File: config.mk
export PLATFORM = sky130hd
export DESIGN_NAME = shin_unit
export DESIGN_NICKNAME = d
export VERILOG_FILES = /design/src/rtl/shin_pkg.sv /design/src/rtl/shin_ctrl.sv /design/src/rtl/shin_datapath.sv /design/src/rtl/shin_unit.sv
export SDC_FILE = /design/constraint.sdc
export NUM_CORES = 1
export LEC_CHECK = 0
export ABC_AREA = 0
export BUFFER_PORTS_ARGS = -buffer_cell sky130_fd_sc_hd__buf_2
export CAP_MARGIN = 20
export CORE_MARGIN = 10
export CORE_UTILIZATION = 35
export CTS_CLUSTER_DIAMETER = 30
export DETAILED_ROUTE_END_ITERATION = 6
export GPL_ROUTABILITY_DRIVEN = 0
export HOLD_SLACK_MARGIN = 0.06
export SLEW_MARGIN = 40
export SYNTH_ARGS = -nofsm -noshare
export SYNTH_HDL_FRONTEND = slang
export SYNTH_SLANG_ARGS = --single-unit
File: constraint.sdc
create_clock -name clk -period 1.9 [get_ports clk]
set_input_delay 0.38 -clock clk [delete_from_list [all_inputs] [get_ports clk]]
set_output_delay 0.38 -clock clk [all_outputs]
set_load 0.01 [all_outputs]
File: src/rtl/shin_pkg.sv
package shin_pkg;

  typedef enum logic [1:0] {
    SZ_NIB  = 2'b00,
    SZ_BYTE = 2'b01,
    SZ_HALF = 2'b10,
    SZ_RSVD = 2'b11
  } sizeSel_t;

  typedef struct packed {
    logic     capture;
    logic     passThru;
    logic     goRight;
    sizeSel_t size;
  } ctlStrobe_t;

endpackage

File: src/rtl/shin_ctrl.sv
module shin_ctrl
  import shin_pkg::*;
(
  input  logic       clk,
  input  logic       rstN,
  input  logic       opValid,
  input  logic [1:0] opSize,
  input  logic       opDir,
  output ctlStrobe_t strobe,
  output logic       doneOut
);

  sizeSel_t sizeDec;

  always_comb begin
    sizeDec = sizeSel_t'(opSize);
    strobe.capture  = opValid;
    strobe.passThru = (sizeDec == SZ_RSVD);
    strobe.goRight  = opDir;
    strobe.size     = sizeDec;
  end

  always_ff @(posedge clk) begin
    if (!rstN) doneOut <= 1'b0;
    else       doneOut <= opValid;
  end

endmodule

File: src/rtl/shin_datapath.sv
module shin_datapath
  import shin_pkg::*;
#(
  parameter int DATA_W = 32,
  parameter int IDX_W  = 3
) (
  input  logic              clk,
  input  logic              rstN,
  input  ctlStrobe_t        strobe,
  input  logic [IDX_W-1:0]  opIndex,
  input  logic [DATA_W-1:0] dstIn,
  input  logic [DATA_W-1:0] srcIn,
  output logic [DATA_W-1:0] resOut
);

  localparam int N_SIZES = 3;
  localparam int NIB_W   = DATA_W / 8;
  localparam int HALF_W  = DATA_W / 2;

  logic [DATA_W-1:0] leftRes  [N_SIZES];
  logic [DATA_W-1:0] rightRes [N_SIZES];
  logic [DATA_W-1:0] nextRes;

  for (genvar g = 0; g < N_SIZES; g++) begin : gSize
    localparam int FW   = NIB_W << g;
    localparam int FC   = DATA_W / FW;
    localparam int SELW = $clog2(FC);

    logic [SELW-1:0] selIdx;
    logic [FW-1:0]   field;

    always_comb begin
      selIdx = opIndex[SELW-1:0];
      field  = srcIn[int'(selIdx)*FW +: FW];
    end

    assign leftRes[g]  = {dstIn[DATA_W-FW-1:0], field};
    assign rightRes[g] = {field, dstIn[DATA_W-1:FW]};
  end

  always_comb begin
    nextRes = dstIn;
    if (!strobe.passThru) begin
      if (strobe.goRight) nextRes = rightRes[strobe.size];
      else                nextRes = leftRes[strobe.size];
    end
  end

  always_ff @(posedge clk) begin
    if (!rstN)               resOut <= '0;
    else if (strobe.capture) resOut <= nextRes;
  end

  AST_HOLD_IDLE: assert property (@(posedge clk) disable iff (!rstN)
    !$past(strobe.capture) |-> $stable(resOut));

  AST_RSVD_PASS: assert property (@(posedge clk) disable iff (!rstN)
    $past(strobe.capture && strobe.passThru) |-> resOut == $past(dstIn));

  AST_NIB_LEFT_DROP: assert property (@(posedge clk) disable iff (!rstN)
    $past(strobe.capture && strobe.size == SZ_NIB && !strobe.goRight)
    |-> resOut[DATA_W-1:NIB_W] == $past(dstIn[DATA_W-NIB_W-1:0]));

  AST_HALF_RIGHT_SHIFT: assert property (@(posedge clk) disable iff (!rstN)
    $past(strobe.capture && strobe.size == SZ_HALF && strobe.goRight)
    |-> resOut[HALF_W-1:0] == $past(dstIn[DATA_W-1:HALF_W]));

endmodule

File: src/rtl/shin_unit.sv
module shin_unit
  import shin_pkg::*;
#(
  parameter int DATA_W = 32,
  parameter int IDX_W  = 3
) (
  input  logic              clk,
  input  logic              rstN,
  input  logic              opValid,
  input  logic [1:0]        opSize,
  input  logic              opDir,
  input  logic [IDX_W-1:0]  opIndex,
  input  logic [DATA_W-1:0] dstIn,
  input  logic [DATA_W-1:0] srcIn,
  output logic [DATA_W-1:0] resOut,
  output logic              doneOut
);

  ctlStrobe_t strobe;

  shin_ctrl uCtrl (
    .clk     (clk),
    .rstN    (rstN),
    .opValid (opValid),
    .opSize  (opSize),
    .opDir   (opDir),
    .strobe  (strobe),
    .doneOut (doneOut)
  );

  shin_datapath #(.DATA_W(DATA_W), .IDX_W(IDX_W)) uData (
    .clk     (clk),
    .rstN    (rstN),
    .strobe  (strobe),
    .opIndex (opIndex),
    .dstIn   (dstIn),
    .srcIn   (srcIn),
    .resOut  (resOut)
  );

  AST_DONE_AFTER_ISSUE: assert property (@(posedge clk) disable iff (!rstN)
    $past(opValid) |-> doneOut);

  AST_NO_SPURIOUS_DONE: assert property (@(posedge clk) disable iff (!rstN)
    !$past(opValid) |-> !doneOut);

endmodule

==> impl_metrics.py, run 1 <==
metrics = {
    "status": {
        "status": "finished clean",
    },
    "worst_setup_path": {
        "worstSetupStartpointType": "input port",
        "critPathLaunch": "opIndex[0]",
        "cp.arrival_ns": 1.92,
        "critPathCaptureType": "flop",
        "crit-reg2reg-launch": "uData.resOut[26]",
        "critPathMaxFanout": 24,
        "cp.required_ns": 2.06,
        "criticalPathCategory": "in -> reg",
    },
    "clocking": {
        "clk_pin_slew_worst_paths_ns": 0.08,
        "clockRootBuffer": "clkbuf_8",
        "htreeDepth": 2,
        "cts_resized": 0,
        "postCtsSetupBuffers": 0,
        "ctsHoldBuffers": 0,
        "clk_latency_ns": 0.29,
        "clock_sinks": 33,
        "cts_made_buffers": 5,
        "clock_path_buffers": 2,
        "cts_tree": "yes",
    },
    "place": {
        "place_hpwl_mm": 12.3,
        "post-place-cells": 775,
        "placed_cell_area_um2": 4550,
        "port_buffers": 105,
    },
    "timing": {
        "final-setup-viol-count": 0,
        "fin_crit_ns": 1.76,
        "slew_viol_final": 0,
        "whs_ns": 0.404,
        "worstMarginPinSlew_ns": 0.483,
        "fin_skew_ns": 0,
        "rsz0062_at_grt": "false",
        "finalHoldViolCount": 0,
        "period_share_pct": 92.6,
        "fmax_mhz": 568,
        "maxSlewHeadroom_pct": 66.9,
    },
    "synthesis": {
        "synth_area_per_cell_um2": 6.85,
        "netlist_instances": 540,
        "synthesis.nets": 613,
        "ys_ff_latch": 33,
        "synth_edf_count": 0,
        "synth_area_leaders": "dfxtp_1 (18%), o21ai_0 (9.5%), mux2i_1 (8.9%), a21oi_1 (5.5%), nand2_1 (5.2%)",
        "yosysTopAreaCell": "dfxtp_1",
        "ys_types": 54,
        "synth_top_flop_cell": "dfxtp_1",
        "syn_area_um2": 3700,
        "yosys_warnings": 0,
        "yosysSeqAreaShare_pct": 17.9,
        "synth_top_area_share_pct": 17.9,
        "synthArstFlopShare_pct": 0,
    },
    "min_path": {
        "hold_class": "in -> reg",
        "hp-start": "dstIn[17]",
    },
    "route": {
        "ant_nets": 0,
        "wirelength_mm": 16.0,
        "vias_per_cell": 6.17,
        "first_iter_violations": 699,
        "wire_per_inst_um": 20.5,
        "drc": 0,
        "drt_pass1_iterations": 6,
        "vias": 4822,
    },
    "final_layout": {
        "post-route-util_pct": 45.0,
        "area_delta_synth_final_pct": 25.5,
        "nets": 719,
        "drive_above_1_share_pct": 27.1,
        "final-instance-count-excl-fill": 782,
        "final_cell_area_um2": 4640,
        "n_antenna_cell": 0,
    },
    "die": {
        "num_rows": 37,
        "die_area_um2": 15100,
        "start_util_pct": 35.8,
        "dieHeight_um": 123,
        "die_w_um": 123,
        "io_pins": 106,
        "core_region_area_um2": 10300,
    },
    "grt": {
        "grt_pass1_wl_mm": 24.6,
        "grt_max_degree": 50,
        "grt_overflow_total": 0,
        "grtUsageTotal_pct": 20.1,
        "antenna_found_initial": 0,
        "first_global_vias": 4694,
    },
    "pwr": {
        "leakage_nw": 2.02,
        "p_per_area_nw_per_um2": 511,
        "irDropWorstVdd_v": 0.000242,
    },
    "run": {
        "drv_cap": 0,
    },
}
==> sequential cells by signal (all words and copies together) (netlist names) <==
register / flops
uData.resOut: 32
uCtrl.doneOut: 1
==> cells in the final DEF (no fill, tap or decap), types with 3 or more instances in the layout <==
cell type | netlist | final
buf_2 | 26 | 105
o21ai_0 | 70 | 70
nand2_1 | 51 | 51
buf_4 | 2 | 44
a21oi_1 | 41 | 41
nor2_1 | 37 | 37
mux2i_1 | 33 | 33
dfxtp_1 | 33 | 33
nand2b_1 | 17 | 17
a31oi_1 | 17 | 17
inv_1 | 16 | 16
nand3_1 | 16 | 16
o22ai_1 | 16 | 16
a22oi_1 | 14 | 14
a211oi_1 | 11 | 11
o211ai_1 | 10 | 10
o22a_1 | 10 | 10
nor2b_1 | 8 | 8
o221ai_1 | 7 | 7
a221oi_1 | 7 | 7
nor3_1 | 7 | 7
mux2_2 | 7 | 7
clkbuf_8 | 0 | 6
o21a_1 | 5 | 5
a2bb2oi_1 | 4 | 4
a22o_1 | 4 | 4
buf_12 | 0 | 4
or2_2 | 3 | 3
a21boi_0 | 3 | 3
o31ai_1 | 3 | 3
a211o_1 | 3 | 3
a221o_1 | 3 | 3
o311ai_0 | 3 | 3
==> cell families (layout without fill, tap and decap cells) <==
family | Yosys count | after routing | synth area share [%]
AO/OA/AOI/OAI | 247 | 247 | 44.0
buffers and inverters | 72 | 178 | 8.59
flip-flops | 33 | 33 | 17.9
multiplexers | 40 | 40 | 11.1
AND/OR/NAND/NOR | 148 | 148 | 18.5
==> per-stage QoR <==
step                power (mW)  setup WS (ns)  TNS, ns
floorplan                 1.37          0.212        0
global placement          1.78        -0.0848   -0.378
detailed placement        1.80         -0.136   -0.873
CTS                       2.36          0.160        0
global route              2.49        0.00539        0
finish                    2.37          0.141        0
==> power by group <==
| group | internal [mW] | switching, mW |
|---|---|---|
| registers | 0.749 | 0.0345 |
| clock network | 0.288 | 0.286 |
| logic | 0.426 | 0.587 |
| total | 1.46 | 0.908 |
==> layer usage <==
metal  vias to the layer above  routed length (um)  part of all wire [%]  GRT usage, %
met5                         -                   0                     0             0
met4                         0                 461                   2.9          6.55
met3                        44                1350                   8.4          3.95
met2                       269                7830                    49          34.9
met1                      2263                6400                    40          24.3
li1                       2246                   -                     -             -
==> Yosys cell counts (all sizes together), types with 3 or more instances <==
| cell | instances |
|---|---|
| o21ai | 70 |
| nand2 | 51 |
| a21oi | 41 |
| nor2 | 38 |
| buf | 34 |
| dfxtp | 33 |
| mux2i | 33 |
| clkbuf | 20 |
| a31oi | 17 |
| inv | 17 |
| nand2b | 17 |
| nand3 | 16 |
| o22ai | 16 |
| a22oi | 14 |
| a211oi | 11 |
| o211ai | 10 |
| o22a | 10 |
| nor2b | 8 |
| a221oi | 7 |
| mux2 | 7 |
| nor3 | 7 |
| o221ai | 7 |
| o21a | 5 |
| a22o | 4 |
| a2bb2oi | 4 |
| a211o | 3 |
| a21boi | 3 |
| a221o | 3 |
| o311ai | 3 |
| o31ai | 3 |
| or2 | 3 |
==> layout make-up <==
cell class              instances  area, um2
fillers                      1086       5680
multi-input cells             435       2720
repair buffers                153        936
flip-flops and latches         33        661
well taps                     136        170
clock buffers                   7       86.3
inverters                      18       67.6
==> worst paths after layout <==
check                           slack (ns)  cells past startpoint          endpoint
worst max-delay path                  0.14                      7   uData.resOut[2]
worst min-delay path                  0.40                      3  uData.resOut[17]
worst max register to register        0.91                      4  uData.resOut[26]
worst min register to register        0.45                      2  uData.resOut[14]
==> worst max-delay path, cell delays in order <==
cell and delay [ns]:
buf_2 0.36, buf_4 0.19, mux2i_1 0.18, a31oi_1 0.11, and4_1 0.22, o311ai_0 0.36, a22oi_1 0.12
(Power assumes the default switching activity.)
==> run 2: changes to the inputs <==
Settings changed: CORE_UTILIZATION 35 to 48, PLACE_DENSITY from default to 0.78.
Clock period 1.9 ns to 1.6 ns, I/O delays scaled along.
==> run 2 against run 1 <==
The flow now finishes with violations (DRC). Global-route usage grew 5.5 points. Hold slack lost 0.064 ns. Routed wire length fell by 2.6%. Cell area increased by 6.6%. Non-clock buffer count rose by 45. Die area fell by 23%. Total power rose by 22%. Clock skew did not move. Count of clock-buffer cells in the layout is the same. Critical path type unchanged. Largest cell class unchanged.
==> impl_metrics.py, run 2 (synthesized netlist as in run 1, its figures left out) <==
metrics = {
    "worst_setup_path": {
        "crit_buf_inv": 2,
        "criticalPathCategory": "in -> reg",
        "cp_slowest_cell": "o21ai_0",
        "cp.required_ns": 1.75,
        "cpPeakStageDelay_ns": 0.37,
        "crit_path_cell_trace": "buf_2 -> buf_4 -> mux2i_1 -> mux2_2 -> nor2_1 -> o21ai_0 -> o211ai_1",
        "critPathCaptureType": "flop",
        "critPathMaxFanout": 10,
        "cp.arrival_ns": 1.69,
        "cpLargestDelayFamily": "compound AO/OA/AOI/OAI gates",
        "worstSetupStartpointType": "input port",
        "reg2reg_slack_ns": 0.62,
    },
    "timing": {
        "slew_viol_final": 0,
        "rsz0062_at_grt": "false",
        "finalHoldViolCount": 0,
        "maxSlewHeadroom_pct": 66.0,
        "worstMarginPinSlew_ns": 0.509,
        "whs_ns": 0.339,
        "fmax_mhz": 647,
        "fin_skew_ns": 0,
        "final-setup-viol-count": 0,
        "worst_slack_ns": 0.0550,
        "period_share_pct": 96.6,
        "fin_crit_ns": 1.54,
    },
    "route": {
        "first_iter_violations": 588,
        "wirelength_mm": 15.6,
        "vias_per_cell": 6.59,
        "ant_nets": 0,
        "drc": 2,
        "drt_pass1_iterations": 7,
        "vias": 5210,
        "wire_per_inst_um": 19.8,
    },
    "status": {
        "status": "finished with violations",
        "failed_checks": "DRC",
    },
    "grt": {
        "grt_pass1_wl_mm": 24.5,
        "globalRouteMet3Util_pct": 6.23,
        "antenna_found_initial": 0,
        "first_global_vias": 5057,
        "met1_usage_pct": 28.4,
        "grt_max_degree": 28,
        "global_route.peak_usage_layer": "met2",
        "grtUsageTotal_pct": 25.6,
        "grt_overflow_total": 0,
        "met2_usage_pct": 44.3,
    },
    "final_layout": {
        "final_cell_area_um2": 4940,
        "reg.largest.list": "uData.resOut: 32 flops, uCtrl.doneOut: 1 flops",
        "nFillCells": 615,
        "n_antenna_cell": 0,
        "final_common_cell": "buf_2",
        "largest_register_ffs": 32,
        "final_cell_mix": "buf_2 (104), buf_4 (88), o21ai_0 (69)",
        "final-instance-count-excl-fill": 790,
        "drive_above_1_share_pct": 32.1,
        "area_delta_synth_final_pct": 33.7,
        "post-route-util_pct": 67.1,
        "nets": 764,
        "top_register": "uData.resOut",
    },
    "clocking": {
        "cts_tree": "yes",
        "clk_pin_slew_worst_paths_ns": 0.07,
        "ctsHoldBuffers": 0,
        "cts_made_buffers": 5,
        "postCtsSetupBuffers": 0,
        "cts_resized": 0,
        "clockRootBuffer": "clkbuf_8",
        "clock_path_buffers": 2,
        "htreeDepth": 2,
        "clock_sinks": 33,
        "clk_latency_ns": 0.29,
    },
    "pwr": {
        "leakage_nw": 2.24,
        "p_per_area_nw_per_um2": 587,
        "irDropWorstVdd_v": 0.000313,
    },
    "die": {
        "io_pins": 106,
        "dieHeight_um": 108,
        "num_rows": 31,
        "die_area_um2": 11600,
        "die_w_um": 108,
        "start_util_pct": 50.2,
        "core_region_area_um2": 7370,
    },
    "place": {
        "place_hpwl_mm": 11.9,
        "post-place-cells": 783,
        "post-place-ws_ns": -0.235,
        "port_buffers": 105,
        "placed_cell_area_um2": 4850,
    },
    "min_path": {
        "hold_class": "in -> reg",
    },
    "run": {
        "drv_cap": 0,
    },
}
[run 2: where the power goes]
group | switching [mW] | leakage [nW] | internal (mW)
sequential | 0.0386 | 0.273 | 0.890
combinational | 0.715 | 1.92 | 0.582
clock | 0.335 | 0.0443 | 0.342
[run 2: path summary, 6_finish.rpt]
kind,start,to,cells after the start
worst max-delay path,opIndex[1],uData.resOut[6],7
worst min-delay path,dstIn[17],uData.resOut[17],3
worst max register to register,uData.resOut[26],uData.resOut[26],4
worst min register to register,uData.resOut[15],uData.resOut[15],2
[run 2: layout make-up]
| class | count | area (um2) | area share (%) |
|---|---|---|---|
| Multi-Input combinational cell | 435 | 2730 | 55.1 |
| Timing Repair Buffer | 198 | 1280 | 25.9 |
| Sequential cell | 33 | 661 | 13.4 |
| Tap cell | 99 | 124 | 2.51 |
| Clock buffer | 7 | 86.3 | 1.75 |
| Inverter | 18 | 67.6 | 1.37 |
[run 2: layer usage]
layer	up-vias	part of all wire, %
met3	74	12
met4	0	4.2
met2	435	49
met5	-	0
met1	2364	36
li1	2337	-
[run 2: through the flow]
stage | power (mW) | setup TNS (ns)
finish | 2.90 | 0
global placement | 2.17 | -3.28
floorplan | 1.63 | 0
detailed placement | 2.20 | -4.41
global route | 3.04 | 0
CTS | 2.87 | 0
[run 2: worst min-delay path, stage by stage]
cell and delay (ns):
buf_2 0.13, nand2_1 0.06, a31oi_1 0.08
